<file path="src/rtl/ser_loop_pkg.sv">
package ser_loop_pkg;
  localparam int unsigned SER_WORD_W = 10;

  typedef enum logic {
    ROUTE_LINE = 1'b0,
    ROUTE_WRAP = 1'b1
  } route_e;
endpackage

</file>
<file path="src/rtl/ser_loop_admit.sv">
// Slot admission: grants the input stream only in slot cycles and
// substitutes an idle word when the producer has nothing to offer.
module ser_loop_admit #(
  parameter int unsigned WORD_W = ser_loop_pkg::SER_WORD_W
) (
  input  logic              byte_tick,
  input  logic              in_valid,
  input  logic [WORD_W-1:0] in_data,
  output logic              in_ready,
  output logic              load,
  output logic [WORD_W-1:0] load_word
);
  localparam logic [WORD_W-1:0] IDLE_WORD = {WORD_W{1'b1}};

  logic take;

  always_comb begin
    in_ready  = byte_tick;
    take      = in_valid && byte_tick;
    load      = byte_tick;
    load_word = take ? in_data : IDLE_WORD;
  end
endmodule

</file>
<file path="src/rtl/ser_loop_shift.sv">
// Right-shifting serializer: LSB leaves first, ones fill from the top.
module ser_loop_shift #(
  parameter int unsigned WORD_W = ser_loop_pkg::SER_WORD_W
) (
  input  logic              clk,
  input  logic              rst_n,
  input  logic              load,
  input  logic [WORD_W-1:0] load_word,
  output logic              ser_bit
);
  logic [WORD_W-1:0] shreg_q;

  always_ff @(posedge clk or negedge rst_n) begin
    if (!rst_n) begin
      shreg_q <= {WORD_W{1'b1}};
    end else if (load) begin
      shreg_q <= load_word;
    end else begin
      shreg_q <= {1'b1, shreg_q[WORD_W-1:1]};
    end
  end

  assign ser_bit = shreg_q[0];
endmodule

</file>
<file path="src/rtl/ser_loop_route.sv">
// Routing of the serial stream between line and internal wrap path.
module ser_loop_route
  import ser_loop_pkg::*;
(
  input  logic wrap_en,
  input  logic ser_bit,
  input  logic line_rx,
  output logic line_tx,
  output logic rx_serial
);
  route_e mode;

  always_comb begin
    mode = route_e'(wrap_en);
    unique case (mode)
      ROUTE_WRAP: begin
        line_tx   = 1'b1;
        rx_serial = ser_bit;
      end
      default: begin
        line_tx   = ser_bit;
        rx_serial = line_rx;
      end
    endcase
  end
endmodule

</file>
<file path="src/rtl/ser_loop_top.sv">
module ser_loop_top #(
  parameter int unsigned WORD_W = ser_loop_pkg::SER_WORD_W
) (
  input  logic              clk,
  input  logic              rst_n,
  input  logic              byte_tick,
  input  logic              in_valid,
  output logic              in_ready,
  input  logic [WORD_W-1:0] in_data,
  input  logic              wrap_en,
  input  logic              line_rx,
  output logic              line_tx,
  output logic              rx_serial
);
  logic              load;
  logic [WORD_W-1:0] load_word;
  logic              ser_bit;

  ser_loop_admit #(.WORD_W(WORD_W)) u_admit (
    .byte_tick (byte_tick),
    .in_valid  (in_valid),
    .in_data   (in_data),
    .in_ready  (in_ready),
    .load      (load),
    .load_word (load_word)
  );

  ser_loop_shift #(.WORD_W(WORD_W)) u_shift (
    .clk       (clk),
    .rst_n     (rst_n),
    .load      (load),
    .load_word (load_word),
    .ser_bit   (ser_bit)
  );

  ser_loop_route u_route (
    .wrap_en   (wrap_en),
    .ser_bit   (ser_bit),
    .line_rx   (line_rx),
    .line_tx   (line_tx),
    .rx_serial (rx_serial)
  );
endmodule

</file>
<file path="config.mk">
export PLATFORM = sky130hd
export DESIGN_NAME = ser_loop_top
export DESIGN_NICKNAME = d
export VERILOG_FILES = /design/src/rtl/ser_loop_pkg.sv /design/src/rtl/ser_loop_admit.sv /design/src/rtl/ser_loop_shift.sv /design/src/rtl/ser_loop_route.sv /design/src/rtl/ser_loop_top.sv
export SDC_FILE = /design/constraint.sdc
export NUM_CORES = 1
export LEC_CHECK = 0
export BUFFER_PORTS_ARGS = -buffer_cell sky130_fd_sc_hd__buf_2
export CORE_MARGIN = 1
export CORE_UTILIZATION = 30
export CTS_CLUSTER_DIAMETER = 50
export DETAILED_ROUTE_END_ITERATION = 12
export HOLD_SLACK_MARGIN = 0.12
export PLACE_DENSITY_LB_ADDON = 0.3
export SYNTH_ARGS = -nofsm -noshare
export SYNTH_HDL_FRONTEND = slang
export SYNTH_SLANG_ARGS = --single-unit
</file>
<file path="constraint.sdc">
create_clock -name clk -period 1.7 [get_ports clk]
set_input_delay 0.425 -clock clk [delete_from_list [all_inputs] [get_ports clk]]
set_output_delay 0.425 -clock clk [all_outputs]
set_load 0.02 [all_outputs]
</file>
==> results.txt, run 1 <==
Resized cells post-CTS - 0
Final TNS setup - 0 ns
DR pass1 iterations - 2
Placed Cells - 73
crit end category - primary output
row cnt - 13
max incr delay on CP - 0.52 ns
RSZ-0062 raised after global routing - false
f_max - 673 MHz
number of flip-flops in the largest register - 10
Die X - 41.3 um
pwr dens - 885 nW/um2
Root Buffer - clkbuf_4
antenna-violating nets left - 0
critical path peak fanout - 2
crit path DAT - 1.06 ns
Worst-path clk slew - 0.06 ns
max-cap viol count - 0
layout cells sized above 1 - 0.590
clk_lat worst skew - 0.26 ns
Min-Delay Path Class - in -> async
post-route minimum period - 1.48 ns
Die Span Y - 41.3 um
number of library cell types mapped by synthesis - 15
FF+latch area - 263 um2
CTS Buffer Depth - 2
endpoints failing hold - 0
Rel. slew slack - 0.863
first-pass GRT wire length - 1220 um
DP Area - 536 um2
Initial Util - 0.339
status - finished clean
Least-Margin Pin Slew - 0.206 ns
synthesized area - 463 um2
number of fill cells - 148
CP max-delay cell - dfstp_2
Ant. Diodes - 0
DP HPWL - 607 um
number of buffers and inverters on the critical path - 1
Wirelength per Cell - 10.8 um
largest net degree at the start of global routing - 20
Top Registers - u_shift.shreg_q: 10 flops
Port Buffer Count - 18
register area share after synthesis - 0.568
IO Count - 19
cts hold-fix bufs - 0
Reg with most FFs - u_shift.shreg_q
final cell count without fillers - 76
setup violators final - 0
Mean Syn Cell Area - 10.8 um2
core area - 1370 um2
Synth Net Count - 59
GPL Wtd Cong - 0.662
H-tree lvl count - 1
vias in the first global route - 297
via count - 330
Peak VDD IR - 332 uV
path type of the worst setup path - reg -> out
area grow syn2layout - 20.5%
TritonCTS clock tree - done
critical-path cell list - mux2_2, buf_2
DRT iter0 DRCs - 1
Yosys Warn Count - 0
Max Slew Vio Count - 0
finished layout cell area - 558 um2
initial antenna violation count - 0
CP Data Required Time - 1.27 ns
DIE AREA - 1700 um2
final WL - 820 um
TritonCTS Buffers - 3
multi-input logic area - 126 um2
Tcrit/Tclk final - 0.873
Clock Sink Count - 10
clock skew - 0.00148 ns
fin util - 0.408
GRT Residual Overflow - 0
Via density - 4.34
post-CTS setup buffer count - 0
DRC Markers - 0
layout net count - 79
Leakage - 0.270 nW
#FFs+latches synth - 10
Tot Pwr - 494 uW
GR Util All Layers - 0.132
delay-heaviest family, CP - flip-flops
Synth Instances - 43
Critical Path Source Type - flop
-- final timing paths --
check | end | start | slack [ns] | cells past startpoint
max in group asynchronous | u_shift.shreg_q[9]$_DFF_PN1_ | rst_n | 1.45 | 1
setup reg to reg | u_shift.shreg_q[5]$_DFF_PN1_ | u_shift.shreg_q[6]$_DFF_PN1_ | 0.90 | 2
hold / removal | u_shift.shreg_q[3]$_DFF_PN1_ | rst_n | 0.23 | 1
min in group clk | u_shift.shreg_q[9]$_DFF_PN1_ | in_data[9] | 0.37 | 2
hold reg to reg | u_shift.shreg_q[1]$_DFF_PN1_ | u_shift.shreg_q[2]$_DFF_PN1_ | 0.48 | 2
setup / recovery | rx_serial | u_shift.shreg_q[0]$_DFF_PN1_ | 0.22 | 2
-- where the power goes --
part | internal (mW) | switching, mW | leakage [nW]
clock | 0.0814 | 0.0728 | 0.0138
sequential | 0.267 | 0.00564 | 0.105
combinational | 0.0306 | 0.0363 | 0.151
-- layout make-up --
class	count	area share
tap	15	0.0336
sequential	10	0.471
inverter	8	0.0538
clock buffer	3	0.0404
multi-input combinational	21	0.226
timing repair buffer	19	0.175
-- stage by stage --
stage | setup slack, ns | hold WS (ns)
floorplan | 0.485 | 0.277
global placement | 0.299 | 0.466
detailed placement | 0.293 | 0.469
CTS | 0.193 | 0.235
global route | 0.165 | 0.259
finish | 0.215 | 0.227
-- synth_stat cells --
library cell | instances | area, um2
mux2_2 | 1 | 11.3
buf_2 | 1 | 5.00
dfstp_2 | 10 | 263
nand3b_1 | 1 | 7.51
buf_12 | 1 | 20.0
nor2_1 | 7 | 26.3
o22a_1 | 1 | 8.76
a31oi_1 | 7 | 43.8
nand2_1 | 1 | 3.75
a31oi_2 | 1 | 12.5
or2_2 | 1 | 6.26
buf_6 | 1 | 11.3
buf_4 | 1 | 7.51
inv_1 | 8 | 30.0
nor2_2 | 1 | 6.26
-- metal layers --
| metal | GRT usage | part of all wire |
|---|---|---|
| met2 | 0.207 | 0.47 |
| met5 | 0 | 0 |
| met3 | 0.0489 | 0.056 |
| met4 | 0.169 | 0.050 |
| met1 | 0.115 | 0.42 |
-- cells in the final DEF, fill, tap and decap left out --
cell	n
nor2_2	1
dfstp_2	10
nand3b_1	1
inv_1	8
mux2_2	1
a31oi_2	1
buf_4	1
o22a_1	1
buf_2	18
or2_2	1
a31oi_1	7
nor2_1	7
clkbuf_4	3
nand2_1	1
-- kinds of logic (layout without fill, tap and decap cells) --
group,Yosys count,after routing,share of synthesized area
multiplexers,1,1,0.0243
AND/OR/NAND/NOR,11,11,0.108
AO/OA/AOI/OAI,9,9,0.141
flip-flops,10,10,0.568
buffers and inverters,12,30,0.159
(Power assumes the default switching activity.)
==> run 2: changes to the inputs <==
--- a/config.mk
+++ b/config.mk
@@ -11,7 +11,6 @@
 export CTS_CLUSTER_DIAMETER = 50
 export DETAILED_ROUTE_END_ITERATION = 12
 export HOLD_SLACK_MARGIN = 0.12
-export PLACE_DENSITY_LB_ADDON = 0.3
 export SYNTH_ARGS = -nofsm -noshare
 export SYNTH_HDL_FRONTEND = slang
 export SYNTH_SLANG_ARGS = --single-unit
==> results.txt, run 2 (synthesized netlist as in run 1, its figures left out) <==
GPL Wtd Cong - 0.648 (was 0.662)
post-CTS setup buffer count - 0 (unchanged)
Tot Pwr - 492 uW (was 494 uW)
endpoints failing hold - 0 (unchanged)
GRT Residual Overflow - 0 (unchanged)
number of flip-flops in the largest register - 10 (unchanged)
core area - 1370 um2 (unchanged)
via count - 325 (was 330)
path type of the worst setup path - reg -> out (unchanged)
first-pass GRT wire length - 1170 um (was 1220 um)
Least-Margin Pin Slew - 0.223 ns (was 0.206 ns)
Leakage - 0.270 nW (unchanged)
layout cells sized above 1 - 0.590 (unchanged)
max-cap viol count - 0 (unchanged)
clock skew - 0.000315 ns (was 0.00148 ns)
Peak VDD IR - 383 uV (was 332 uV)
clk_lat worst skew - 0.25 ns (was 0.26 ns)
f_max - 673 MHz (about the same)
max incr delay on CP - 0.52 ns (about the same)
antenna-violating nets left - 0 (unchanged)
RSZ-0062 raised after global routing - false (unchanged)
largest net degree at the start of global routing - 20 (unchanged)
Rel. slew slack - 0.851 (was 0.863)
number of buffers and inverters on the critical path - 1 (unchanged)
CP Data Required Time - 1.27 ns (about the same)
CTS Buffer Depth - 2 (unchanged)
Ant. Diodes - 0 (unchanged)
Port Buffer Count - 18 (unchanged)
area grow syn2layout - 20.5% (unchanged)
H-tree lvl count - 1 (unchanged)
Resized cells post-CTS - 0 (unchanged)
Wirelength per Cell - 9.54 um (was 10.8 um)
pwr dens - 883 nW/um2 (was 885 nW/um2)
Tcrit/Tclk final - 0.874 (was 0.873)
commonest non-fill, non-tap cell in the layout - buf_2 (unchanged)
initial antenna violation count - 0 (unchanged)
DIE AREA - 1700 um2 (unchanged)
number of fill cells - 148 (unchanged)
Top Registers - u_shift.shreg_q: 10 flops (unchanged)
cts hold-fix bufs - 0 (unchanged)
DP HPWL - 488 um (was 607 um)
delay-heaviest family, CP - flip-flops (unchanged)
crit path DAT - 1.06 ns (about the same)
multi-input logic area - 126 um2 (unchanged)
DRT iter0 DRCs - 3 (was 1)
vias in the first global route - 286 (was 297)
post-route minimum period - 1.49 ns (was 1.48 ns)
critical-path cell list - mux2_2, buf_2 (unchanged)
Critical Path Source Type - flop (unchanged)
TritonCTS clock tree - done (unchanged)
crit end category - primary output (unchanged)
setup violators final - 0 (unchanged)
layout net count - 79 (unchanged)
Clock Sink Count - 10 (unchanged)
CP max-delay cell - dfstp_2 (unchanged)
Die X - 41.3 um (unchanged)
Die Span Y - 41.3 um (unchanged)
commonest cells after routing, fill and taps aside - buf_2, dfstp_2, inv_1 (unchanged)
Reg with most FFs - u_shift.shreg_q (unchanged)
Worst-path clk slew - 0.06 ns (about the same)
critical path peak fanout - 2 (unchanged)
Via density - 4.28 (was 4.34)
DRC Markers - 0 (unchanged)
status - finished clean (unchanged)
Max Slew Vio Count - 0 (unchanged)
Final TNS setup - 0 ns (unchanged)
row cnt - 13 (unchanged)
FF+latch area - 263 um2 (unchanged)
GR Util All Layers - 0.118 (was 0.132)
DR pass1 iterations - 4 (was 2)
Initial Util - 0.339 (unchanged)
IO Count - 19 (unchanged)
TritonCTS Buffers - 3 (unchanged)
final WL - 725 um (was 820 um)
Root Buffer - clkbuf_4 (unchanged)
Min-Delay Path Class - in -> async (unchanged)
run 2: layout make-up:
class / instances / share of cell area
inverters: 8 / 0.0538
well taps: 15 / 0.0336
clock buffers: 3 / 0.0404
multi-input cells: 21 / 0.226
repair buffers: 19 / 0.175
flip-flops and latches: 10 / 0.471
run 2: final timing paths:
kind                       slack [ns]  cells past startpoint                      endpoint                          from
hold / removal                   0.24                      1  u_shift.shreg_q[3]$_DFF_PN1_                         rst_n
setup / recovery                 0.21                      2                     rx_serial  u_shift.shreg_q[0]$_DFF_PN1_
setup reg to reg                 0.90                      2  u_shift.shreg_q[2]$_DFF_PN1_  u_shift.shreg_q[3]$_DFF_PN1_
min in group clk                 0.36                      2  u_shift.shreg_q[9]$_DFF_PN1_                    in_data[9]
max in group asynchronous        1.43                      1  u_shift.shreg_q[0]$_DFF_PN1_                         rst_n
hold reg to reg                  0.48                      2  u_shift.shreg_q[3]$_DFF_PN1_  u_shift.shreg_q[4]$_DFF_PN1_
run 2: per-layer routing:
metal	global-route usage	wire, um	vias up
met5	0	0	-
met4	0.0726	10	0
met3	0.0815	67	2
met2	0.156	237	16
met1	0.137	410	133
li1	-	-	174
run 2: per-stage QoR:
stage                     instances  utilization  worst slack, ns  area [um2]  hold slack, ns
after floorplan                  43            -            0.485         463           0.277
after detailed placement         73        0.392            0.293         536           0.467
after global routing             76        0.408            0.163         558           0.259
after global placement           73        0.392            0.299         536           0.465
final                            76        0.408            0.213         558           0.244
after CTS                        76        0.408            0.202         558           0.247
run 2: power by group:
part | internal [mW] | switching [mW] | leakage [nW] | total, mW
Combinational | 0.0306 | 0.0363 | 0.151 | 0.0669
Clock | 0.0814 | 0.0725 | 0.0138 | 0.154
Sequential | 0.267 | 0.00466 | 0.105 | 0.272
Total | 0.379 | 0.113 | 0.270 | 0.492
==> run 3: changes to the inputs <==
--- a/config.mk
+++ b/config.mk
@@ -6,7 +6,7 @@
 export NUM_CORES = 1
 export LEC_CHECK = 0
 export BUFFER_PORTS_ARGS = -buffer_cell sky130_fd_sc_hd__buf_2
-export CORE_MARGIN = 1
+export CORE_MARGIN = 3
 export CORE_UTILIZATION = 30
 export CTS_CLUSTER_DIAMETER = 50
 export DETAILED_ROUTE_END_ITERATION = 12
==> results.txt, run 3 (synthesized netlist as in run 1, its figures left out) <==
H-tree lvl count - 1 (unchanged)
Top Registers - u_shift.shreg_q: 10 flops (unchanged)
Port Buffer Count - 18 (unchanged)
number of flip-flops in the largest register - 10 (unchanged)
critical-path cell list - mux2_2, buf_2 (unchanged)
R2R Path End - u_shift.shreg_q[7]$_DFF_PN1_ (was u_shift.shreg_q[2]$_DFF_PN1_)
final cell count without fillers - 77 (was 76)
FF-to-FF setup slack - 0.92 ns (was 0.90 ns)
reg2reg path depth - 2 (unchanged)
setup violators final - 0 (unchanged)
Final TNS setup - 0 ns (unchanged)
Via density - 4.31 (was 4.28)
CTS Buffer Depth - 2 (unchanged)
Placed Cells - 73 (unchanged)
CP Data Required Time - 1.27 ns (about the same)
critical path peak fanout - 2 (unchanged)
largest net degree at the start of global routing - 20 (unchanged)
Reg with most FFs - u_shift.shreg_q (unchanged)
Wirelength per Cell - 9.86 um (was 9.54 um)
Worst-path clk slew - 0.07 ns (was 0.06 ns)
initial antenna violation count - 0 (unchanged)
crit path DAT - 1.07 ns (was 1.06 ns)
commonest cells after routing, fill and taps aside - buf_2, dfstp_2, inv_1 (unchanged)
vias in the first global route - 252 (was 286)
crit end category - primary output (unchanged)
core area - 1370 um2 (unchanged)
Root Buffer - clkbuf_4 (unchanged)
IO Count - 19 (unchanged)
Least-Margin Pin Slew - 0.220 ns (was 0.223 ns)
row cnt - 13 (unchanged)
DRT iter0 DRCs - 5 (was 3)
first-pass GRT wire length - 1100 um (was 1170 um)
post-route minimum period - 1.49 ns (about the same)
path type of the worst setup path - reg -> out (unchanged)
R2R Path Start - u_shift.shreg_q[8]$_DFF_PN1_ (was u_shift.shreg_q[3]$_DFF_PN1_)
Peak VDD IR - 612 uV (was 383 uV)
post-CTS setup buffer count - 0 (unchanged)
final WL - 759 um (was 725 um)
max incr delay on CP - 0.52 ns (about the same)
max-cap viol count - 0 (unchanged)
GRT Residual Overflow - 0 (unchanged)
Final Hold Slack - 0.227 ns (was 0.244 ns)
TritonCTS clock tree - done (unchanged)
pwr dens - 963 nW/um2 (was 883 nW/um2)
status - finished clean (unchanged)
Ant. Diodes - 0 (unchanged)
fin util - 0.418 (was 0.408)
layout net count - 79 (unchanged)
Tcrit/Tclk final - 0.878 (was 0.874)
GPL Wtd Cong - 0.693 (was 0.648)
Tot Pwr - 551 uW (was 492 uW)
met3 Track Usage GR - 0.0717 (was 0.0815)
CP max-delay cell - dfstp_2 (unchanged)
GR Util All Layers - 0.0800 (was 0.118)
endpoints failing hold - 0 (unchanged)
Resized cells post-CTS - 0 (unchanged)
DP HPWL - 521 um (was 488 um)
DR pass1 iterations - 4 (unchanged)
f_max - 670 MHz (was 673 MHz)
Die X - 45.3 um (was 41.3 um)
RSZ-0062 raised after global routing - false (unchanged)
area grow syn2layout - 23.5% (was 20.5%)
antenna-violating nets left - 0 (unchanged)
Die Span Y - 45.3 um (was 41.3 um)
Max Slew Vio Count - 0 (unchanged)
Clock Sink Count - 10 (unchanged)
Critical Path Source Type - flop (unchanged)
GRT met2 Usage - 0.0876 (was 0.156)
Rel. slew slack - 0.853 (was 0.851)
Leakage - 0.278 nW (was 0.270 nW)
Min-Delay Path Class - in -> async (unchanged)
DIE AREA - 2050 um2 (was 1700 um2)
DRC Markers - 0 (unchanged)
gr busiest metal - met1 (was met2)
TritonCTS Buffers - 3 (unchanged)
Initial Util - 0.339 (unchanged)
clk_lat worst skew - 0.27 ns (was 0.25 ns)
layout cells sized above 1 - 0.597 (was 0.590)
commonest non-fill, non-tap cell in the layout - buf_2 (unchanged)
via count - 332 (was 325)
M1 GR Usage - 0.112 (was 0.137)
clock skew - 0.0108 ns (was 0.000315 ns)
cts hold-fix bufs - 0 (unchanged)
==> run 3: metrics by stage <==
stage	area (um2)	worst slack, ns
global placement	536	0.299
finish	572	0.207
CTS	572	0.190
detailed placement	536	0.291
floorplan	463	0.485
global route	572	0.149
==> run 3: area by class of cell <==
class,count,area [um2]
Tap cell,15,18.8
Inverter,8,30.0
Timing Repair Buffer,19,97.6
Clock buffer,4,36.3
Sequential cell,10,263
Multi-Input combinational cell,21,126
Fill cell,146,795
==> run 3: metal layers <==
| layer | wire length [um] | share of wire |
|---|---|---|
| met5 | 0 | 0 |
| met4 | 0 | 0 |
| met3 | 81 | 0.11 |
| met2 | 282 | 0.37 |
| met1 | 395 | 0.52 |
==> run 3: where the power goes <==
group	total, mW	switching (mW)	internal [mW]
registers	0.272	0.00468	0.267
logic	0.0664	0.0359	0.0305
clock network	0.213	0.0829	0.130
total	0.551	0.123	0.427
==> run 3: worst max path at each step <==
| stage | from | to | slack, ns | cells after the start |
|---|---|---|---|---|
| 2_1_floorplan | wrap_en | rx_serial | 0.49 | 1 |
| 3_3_place_gp | wrap_en | rx_serial | 0.30 | 3 |
| 3_5_place_dp | wrap_en | rx_serial | 0.29 | 3 |
| 4_1_cts | u_shift.shreg_q[0]$_DFF_PN1_ | rx_serial | 0.19 | 2 |
| 5_1_grt | u_shift.shreg_q[0]$_DFF_PN1_ | rx_serial | 0.15 | 2 |
| 6_report | u_shift.shreg_q[0]$_DFF_PN1_ | rx_serial | 0.21 | 2 |
==> run 3: critical path: cells and delay by family (launching register included) <==
kind	cells	cell delay, ns
flops	1	0.52
buf+inv	1	0.15
mux	1	0.13
